### src/rtl/ftx_pkg.sv
package ftx_pkg;

  // Strobes sent from the sequencing control to the datapath each cycle
  typedef struct packed {
    logic loadWord;   // take the next word into the shifter
    logic shiftBit;   // advance the shifter by one bit
    logic holdLine;   // transmitter disabled: force the line high
  } ftx_strobe_t;

endpackage

### src/rtl/ftx_fifo.sv
module ftx_fifo #(
  parameter int WIDTH = 11,
  parameter int DEPTH = 8
) (
  input  logic             clk,
  input  logic             rstN,
  input  logic             push,
  input  logic [WIDTH-1:0] dIn,
  input  logic             pop,
  output logic [WIDTH-1:0] dOut,
  output logic             full,
  output logic             empty
);

  localparam int PTR_W = (DEPTH > 1) ? $clog2(DEPTH) : 1;
  localparam int CNT_W = $clog2(DEPTH + 1);
  localparam logic [PTR_W-1:0] LAST_PTR = PTR_W'(DEPTH - 1);
  localparam logic [CNT_W-1:0] FULL_CNT = CNT_W'(DEPTH);

  logic [WIDTH-1:0] mem [DEPTH];
  logic [PTR_W-1:0] wrPtr, rdPtr;
  logic [CNT_W-1:0] count;
  logic doPush, doPop;

  assign full   = (count == FULL_CNT);
  assign empty  = (count == '0);
  assign doPush = push && !full;
  assign doPop  = pop && !empty;
  assign dOut   = mem[rdPtr];

  always_ff @(posedge clk) begin
    if (doPush) mem[wrPtr] <= dIn;
  end

  always_ff @(posedge clk or negedge rstN) begin
    if (!rstN) begin
      wrPtr <= '0;
      rdPtr <= '0;
      count <= '0;
    end else begin
      if (doPush) wrPtr <= (wrPtr == LAST_PTR) ? '0 : wrPtr + 1'b1;
      if (doPop)  rdPtr <= (rdPtr == LAST_PTR) ? '0 : rdPtr + 1'b1;
      case ({doPush, doPop})
        2'b10:   count <= count + 1'b1;
        2'b01:   count <= count - 1'b1;
        default: count <= count;
      endcase
    end
  end

endmodule

### src/rtl/ftx_frame_builder.sv
module ftx_frame_builder #(
  parameter int MAX_DATA = 8,
  parameter int MIN_DATA = 5,
  parameter int SEL_W    = 2,
  parameter int WORD_W   = MAX_DATA + 3,
  parameter int LEN_W    = $clog2(WORD_W + 1)
) (
  input  logic [MAX_DATA-1:0] charData,
  input  logic [SEL_W-1:0]    charSel,
  input  logic                twoStop,
  output logic [WORD_W-1:0]   frameWord,
  output logic [LEN_W-1:0]    wordLen
);

  logic [LEN_W-1:0]  dataBits;
  logic [WORD_W-1:0] dataMask;
  logic [WORD_W-1:0] stopMask;
  logic [WORD_W-1:0] shifted;

  assign dataBits = LEN_W'(MIN_DATA) + LEN_W'(charSel);
  // start bit + data bits + stop bit(s)
  assign wordLen  = dataBits + LEN_W'(twoStop) + LEN_W'(2);

  // Per-position masks: data occupies 1..dataBits, stop bit(s) directly above
  for (genvar i = 0; i < WORD_W; i++) begin : g_mask
    localparam logic [LEN_W-1:0] POS = LEN_W'(i);
    assign dataMask[i] = (POS != '0) && (POS <= dataBits);
    assign stopMask[i] = (POS == dataBits + LEN_W'(1)) ||
                         (twoStop && (POS == dataBits + LEN_W'(2)));
  end

  assign shifted   = {{(WORD_W-MAX_DATA){1'b0}}, charData} << 1;
  assign frameWord = (shifted & dataMask) | stopMask;

endmodule

### src/rtl/ftx_control.sv
module ftx_control
  import ftx_pkg::*;
#(
  parameter int DIV_W = 16,
  parameter int LEN_W = 4
) (
  input  logic             clk,
  input  logic             rstN,
  input  logic             txEnable,
  input  logic [DIV_W-1:0] divisor,
  input  logic [LEN_W-1:0] wordLen,
  output ftx_strobe_t      strobe
);

  logic             active;
  logic [DIV_W:0]   divCnt;
  logic [DIV_W:0]   lastCnt;
  logic [LEN_W-1:0] bitIdx;
  logic [LEN_W-1:0] lenQ;
  logic             bitEnd;
  logic             lastBit;

  // Bit period is 2*(divisor+1) clocks, so the count ends at 2*divisor+1
  assign lastCnt = {divisor, 1'b1};
  assign bitEnd  = active && (divCnt == lastCnt);
  assign lastBit = (bitIdx == lenQ - LEN_W'(1));

  always_comb begin
    strobe          = '0;
    strobe.holdLine = !txEnable;
    strobe.loadWord = txEnable && (!active || (bitEnd && lastBit));
    strobe.shiftBit = txEnable && bitEnd && !lastBit;
  end

  always_ff @(posedge clk or negedge rstN) begin
    if (!rstN) begin
      active <= 1'b0;
      divCnt <= '0;
      bitIdx <= '0;
      lenQ   <= '0;
    end else if (!txEnable) begin
      active <= 1'b0;
      divCnt <= '0;
      bitIdx <= '0;
    end else if (!active) begin
      active <= 1'b1;
      divCnt <= '0;
      bitIdx <= '0;
      lenQ   <= wordLen;
    end else if (bitEnd) begin
      divCnt <= '0;
      if (lastBit) begin
        bitIdx <= '0;
        lenQ   <= wordLen;
      end else begin
        bitIdx <= bitIdx + LEN_W'(1);
      end
    end else begin
      divCnt <= divCnt + 1'b1;
    end
  end

endmodule

### src/rtl/ftx_datapath.sv
module ftx_datapath
  import ftx_pkg::*;
#(
  parameter int MAX_DATA = 8,
  parameter int MIN_DATA = 5,
  parameter int SEL_W    = 2,
  parameter int DEPTH    = 8,
  parameter int WORD_W   = MAX_DATA + 3,
  parameter int LEN_W    = $clog2(WORD_W + 1)
) (
  input  logic                clk,
  input  logic                rstN,
  input  ftx_strobe_t         strobe,
  input  logic                wrValid,
  input  logic                wrFill,
  input  logic [MAX_DATA-1:0] wrData,
  input  logic [SEL_W-1:0]    charSel,
  input  logic                twoStop,
  output logic [LEN_W-1:0]    wordLen,
  output logic                wrReady,
  output logic                txLine,
  output logic                fifoFull,
  output logic                holdEmpty,
  output logic                overflowFlag,
  output logic                underflowFlag
);

  logic [WORD_W-1:0] frameWord;
  logic [WORD_W-1:0] pushWord;
  logic [WORD_W-1:0] headWord;
  logic [WORD_W-1:0] shiftReg;
  logic              fifoEmpty;
  logic              lineQ;
  logic              overQ, underQ;

  ftx_frame_builder #(
    .MAX_DATA(MAX_DATA), .MIN_DATA(MIN_DATA), .SEL_W(SEL_W),
    .WORD_W(WORD_W), .LEN_W(LEN_W)
  ) u_build (
    .charData (wrData),
    .charSel  (charSel),
    .twoStop  (twoStop),
    .frameWord(frameWord),
    .wordLen  (wordLen)
  );

  assign pushWord = wrFill ? '1 : frameWord;

  ftx_fifo #(.WIDTH(WORD_W), .DEPTH(DEPTH)) u_fifo (
    .clk  (clk),
    .rstN (rstN),
    .push (wrValid),
    .dIn  (pushWord),
    .pop  (strobe.loadWord),
    .dOut (headWord),
    .full (fifoFull),
    .empty(fifoEmpty)
  );

  always_ff @(posedge clk or negedge rstN) begin
    if (!rstN) begin
      shiftReg <= '1;
      lineQ    <= 1'b1;
      overQ    <= 1'b0;
      underQ   <= 1'b0;
    end else begin
      if (wrValid && fifoFull) overQ <= 1'b1;
      if (strobe.holdLine) begin
        lineQ <= 1'b1;
      end else if (strobe.loadWord) begin
        if (fifoEmpty) begin
          shiftReg <= '1;
          lineQ    <= 1'b1;
          underQ   <= 1'b1;
        end else begin
          shiftReg <= headWord;
          lineQ    <= headWord[0];
        end
      end else if (strobe.shiftBit) begin
        shiftReg <= {1'b1, shiftReg[WORD_W-1:1]};
        lineQ    <= shiftReg[1];
      end
    end
  end

  assign wrReady       = !fifoFull;
  assign holdEmpty     = fifoEmpty;
  assign txLine        = lineQ;
  assign overflowFlag  = overQ;
  assign underflowFlag = underQ;

endmodule

### src/rtl/framed_uart_tx.sv
module framed_uart_tx
  import ftx_pkg::*;
#(
  parameter int MAX_DATA = 8,
  parameter int MIN_DATA = 5,
  parameter int SEL_W    = 2,
  parameter int DEPTH    = 8,
  parameter int DIV_W    = 16
) (
  input  logic                clk,
  input  logic                rstN,
  input  logic                txEnable,
  input  logic [SEL_W-1:0]    charSel,
  input  logic                twoStop,
  input  logic [DIV_W-1:0]    divisor,
  input  logic                wrValid,
  input  logic                wrFill,
  input  logic [MAX_DATA-1:0] wrData,
  output logic                wrReady,
  output logic                txLine,
  output logic                fifoFull,
  output logic                holdEmpty,
  output logic                overflowFlag,
  output logic                underflowFlag
);

  localparam int WORD_W = MAX_DATA + 3;
  localparam int LEN_W  = $clog2(WORD_W + 1);

  ftx_strobe_t      strobe;
  logic [LEN_W-1:0] wordLen;

  ftx_control #(.DIV_W(DIV_W), .LEN_W(LEN_W)) u_ctrl (
    .clk     (clk),
    .rstN    (rstN),
    .txEnable(txEnable),
    .divisor (divisor),
    .wordLen (wordLen),
    .strobe  (strobe)
  );

  ftx_datapath #(
    .MAX_DATA(MAX_DATA), .MIN_DATA(MIN_DATA), .SEL_W(SEL_W),
    .DEPTH(DEPTH), .WORD_W(WORD_W), .LEN_W(LEN_W)
  ) u_dp (
    .clk          (clk),
    .rstN         (rstN),
    .strobe       (strobe),
    .wrValid      (wrValid),
    .wrFill       (wrFill),
    .wrData       (wrData),
    .charSel      (charSel),
    .twoStop      (twoStop),
    .wordLen      (wordLen),
    .wrReady      (wrReady),
    .txLine       (txLine),
    .fifoFull     (fifoFull),
    .holdEmpty    (holdEmpty),
    .overflowFlag (overflowFlag),
    .underflowFlag(underflowFlag)
  );

endmodule

### config.mk
export PLATFORM = sky130hd
export DESIGN_NAME = framed_uart_tx
export DESIGN_NICKNAME = d
export VERILOG_FILES = /design/src/rtl/ftx_pkg.sv /design/src/rtl/ftx_fifo.sv /design/src/rtl/ftx_frame_builder.sv /design/src/rtl/ftx_control.sv /design/src/rtl/ftx_datapath.sv /design/src/rtl/framed_uart_tx.sv
export SDC_FILE = /design/constraint.sdc
export NUM_CORES = 1
export LEC_CHECK = 0
export BUFFER_PORTS_ARGS = -buffer_cell sky130_fd_sc_hd__buf_2
export CAP_MARGIN = 15
export CELL_PAD_IN_SITES_DETAIL_PLACEMENT = 2
export CELL_PAD_IN_SITES_GLOBAL_PLACEMENT = 2
export CORE_AREA = 2 2 132 134
export CTS_CLUSTER_SIZE = 25
export DETAILED_ROUTE_END_ITERATION = 10
export DIE_AREA = 0 0 134 136
export GPL_ROUTABILITY_DRIVEN = 0
export PLACE_DENSITY_LB_ADDON = 0.1
export SLEW_MARGIN = 15
export SYNTH_ARGS = -nofsm -noshare
export SYNTH_HDL_FRONTEND = slang
export SYNTH_HIERARCHICAL = 1
export SYNTH_SLANG_ARGS = --single-unit
### constraint.sdc
create_clock -name clk -period 3.15 [get_ports clk]
set_input_delay 0 -clock clk [delete_from_list [all_inputs] [get_ports clk]]
set_output_delay 0 -clock clk [all_outputs]
set_load 0.05 [all_outputs]
==> out/summary.txt <==
Crit share post-route: 96.6%
Layout cells sized above 1: 29.1%
Top cells by area, synth: edfxtp_1 (40%), dfrtp_1 (14%), mux4_1 (7.5%)
Leakage: 3.01 nW
Crit Reg-Reg Startpoint: u_ctrl/lenQ[1]$_DFFE_PN0P_
Cell Area, Synth: 0.00662 mm2
Final ANT Viol Nets: 0
Critical Path Source Type: flip-flop
Dpl cell area: 0.00719 mm2
I/O pins: 38
Overflow after GRT: 0
Synth async-reset ratio: 35.8%
Crit path capture: u_dp/u_fifo/count[3]$_DFFE_PN0P_
IR drop worst, VDD: 0.420 mV
Core Region: 0.0169 mm2
Fin area: 0.00784 mm2
# DRC: 0
Final wirelength: 16.2 mm
Final core occ: 46.5%
R2r endpoint: u_dp/u_fifo/count[3]$_DFFE_PN0P_
Crit path DAT: 3340 ps
Detailed-route via count: 4037
# clock sinks: 137
RSZ-0062 raised after global routing: yes
Origin of the worst setup path: u_ctrl/lenQ[1]$_DFFE_PN0P_
Post-synth EDFFs: 88
Mean Syn Cell Area: 14.5 um2
Die W: 134 um
Total power: 0.00611 W
Crit-path max FO: 5
Gate power share: 26.9%
Die ar.: 0.0182 mm2
CTS Root Cell: clkbuf_16
Top cells by count, synth: edfxtp_1 (88), dfrtp_1 (38), nor2_1 (25), xnor2_1 (25), inv_1 (23)
CTS tree: yes
Worst hold path type: input pin to flip-flop
Final HPWL from detailed placement: 11.0 mm
Worst-path clk slew: 60 ps
Worst relative slew slack: 48.4%
Die height: 136 um
Clock buffer depth: 2
P&R area growth vs syn: 18.4%
Rows: 48
Drt initial violations: 187
Endpoint type of the worst setup path: flip-flop
Final nets: 577
All-Layer GR Usage: 19.2%
Pins Over Slew Limit: 0
R2R depth: 15
Most frequent cell after synthesis: edfxtp_1
Ant diodes: 0
Endpoints failing hold: 0
Port bufs: 37
Sw Share: 32.1%
Top_reg_cell synth: edfxtp_1
Setup Skew: 6.72 ps
Initial core utilization: 39.2%
Switching pwr: 0.00196 W
Vias in the first global route: 4474
TritonRoute pass-1 iters: 4
Status: finished clean
Post-synth top area share: 39.9%
H-tree level count: 4
Tightest Pin Transition: 774 ps
Clock network fraction of total power: 32.2%
Vias per inst: 5.30
PwrDens: 779 mW/mm2
Sequential-to-total area share from yosys stat: 58.6%
First-pass GRT wire length: 25.9 mm
Initial antenna violation count: 0
Distinct cells, synth: 62
Post-Syn Nets: 512
Skew-Pair Late Insertion Delay: 430 ps
Max cap viols: 0
Fin crit period: 3040 ps
Hold_sp: wrData[0]
Per-cell routed wire length: 21.3 um
Syn Inst Count: 458
Synthesized flop and latch total: 137
Sequential power share: 40.8%
Yosys warning count: 6
Dominant cell type by area after synthesis: edfxtp_1
Reg2reg setup slack: 110 ps
CTS Buf Count: 17
Kind of critical path: flip-flop to flip-flop
Achievable Freq: 0.329 GHz
Pin count of the biggest net entering global routing: 32
Internal power: 0.00415 W
Worst EP required: 3450 ps
# setup viols final: 0
## sequential cells by signal, summed over array words and instances (netlist names), 3 cells and up
signal and flops:
u_ctrl/bitIdx 4, u_ctrl/lenQ 4, u_ctrl/divCnt 17, u_dp/u_fifo/count 4, u_dp/u_fifo/wrPtr 3, u_dp/shiftReg 10
u_dp/u_fifo/mem 88, u_dp/u_fifo/rdPtr 3
## worst min path at each step
stage / endpoint / cells after the start
after global placement: u_ctrl/divCnt[12]$_DFF_PN0_ / 1
after floorplan: u_ctrl/active$_DFF_PN0_ / 0
after CTS: u_dp/u_fifo/mem[2][7]$_DFFE_PP_ / 3
after detailed placement: u_ctrl/divCnt[12]$_DFF_PN0_ / 1
final: u_dp/u_fifo/mem[5][1]$_DFFE_PP_ / 3
after global routing: u_dp/u_fifo/mem[5][1]$_DFFE_PP_ / 3
## stage by stage
| step | setup slack [ps] | hold slack [ps] | TNS (ps) | std cells |
|---|---|---|---|---|
| after detailed placement | -34.9 | 113 | -34.9 | 722 |
| after global placement | 71.1 | 106 | 0 | 722 |
| after global routing | -34.2 | 61.3 | -34.2 | 761 |
| after CTS | 18.6 | 50.9 | 0 | 758 |
| after floorplan | 98.8 | -296 | 0 | 458 |
| final | 106 | 48.3 | 0 | 761 |
## final cells by class
cell class,count,area (um2)
Timing Repair Buffer,63,388
Sequential cell,137,3880
Inverter,24,92.6
Tap cell,225,282
Clock buffer,18,429
Clock inverter,14,154
Fill cell,1616,9030
Multi-Input combinational cell,280,2620
## power by group through the flow
| stage | Sequential (W) | Clock [W] | Combinational [W] |
|---|---|---|---|
| final | 0.00250 | 0.00197 | 0.00165 |
| after global routing | 0.00253 | 0.00208 | 0.00180 |
| after CTS | 0.00250 | 0.00202 | 0.00165 |
| after detailed placement | 0.00253 | 0 | 0.00163 |
| after global placement | 0.00250 | 0 | 0.00157 |
| after floorplan | 0.00247 | 0 | 0.00117 |
## layout by cell type (no fill, tap or decap), types with 14 or more instances in the layout
cell	synthesis	routed
mux2_2	17	17
o22ai_1	18	18
buf_4	0	23
dfrtp_1	38	38
xnor2_1	25	23
ha_1	21	18
xor2_1	17	17
clkbuf_16	0	17
nand2_1	14	14
mux4_1	19	19
nor2_1	25	25
buf_2	3	37
edfxtp_1	88	88
inv_1	23	21
## repair_timing
item                                    in CTS  in global routing
hold endpoints to repair                    32                  0
endpoints found under the setup margin       1                  1
hold buffers                                 3                  0
gates resized for setup                      0                  2
pin swaps                                    1                  6
setup buffers                                1                  3
## critical path: stages, from the launching register on
cell      delay, ps
dfrtp_1         380
inv_1            60
ha_2            190
xnor2_2         150
xnor2_2         160
nor4_4          330
nand3_2         120
a21o_4          230
inv_4            60
o41ai_4          70
inv_2            80
ha_4            160
ha_4            220
or4b_4          510
o311ai_2        100
o211ai_1        120
## logic make-up (layout without fill, tap and decap cells)
kind of cell    count (synthesis)  in the layout  synth area share (%)
flops                         137            137                  58.6
simple gates                  112            112                  9.71
compound gates                 59             59                  6.22
mux                            45             45                  12.7
xor+xnor                       42             42                  5.55
buf+inv                        41            119                  2.97
fa+ha+maj                      22             22                  4.27
## metal layers
layer | up-vias | share of wire [%] | track usage (%) | wire [um]
li1 | 1870 | - | - | -
met1 | 2103 | 46 | 24.6 | 7420
met2 | 46 | 51 | 33.0 | 8250
met3 | 18 | 2.3 | 4.21 | 373
met4 | 0 | 1.1 | 5.50 | 186
met5 | - | 0 | 0 | 0
(Power assumes the default switching activity.)
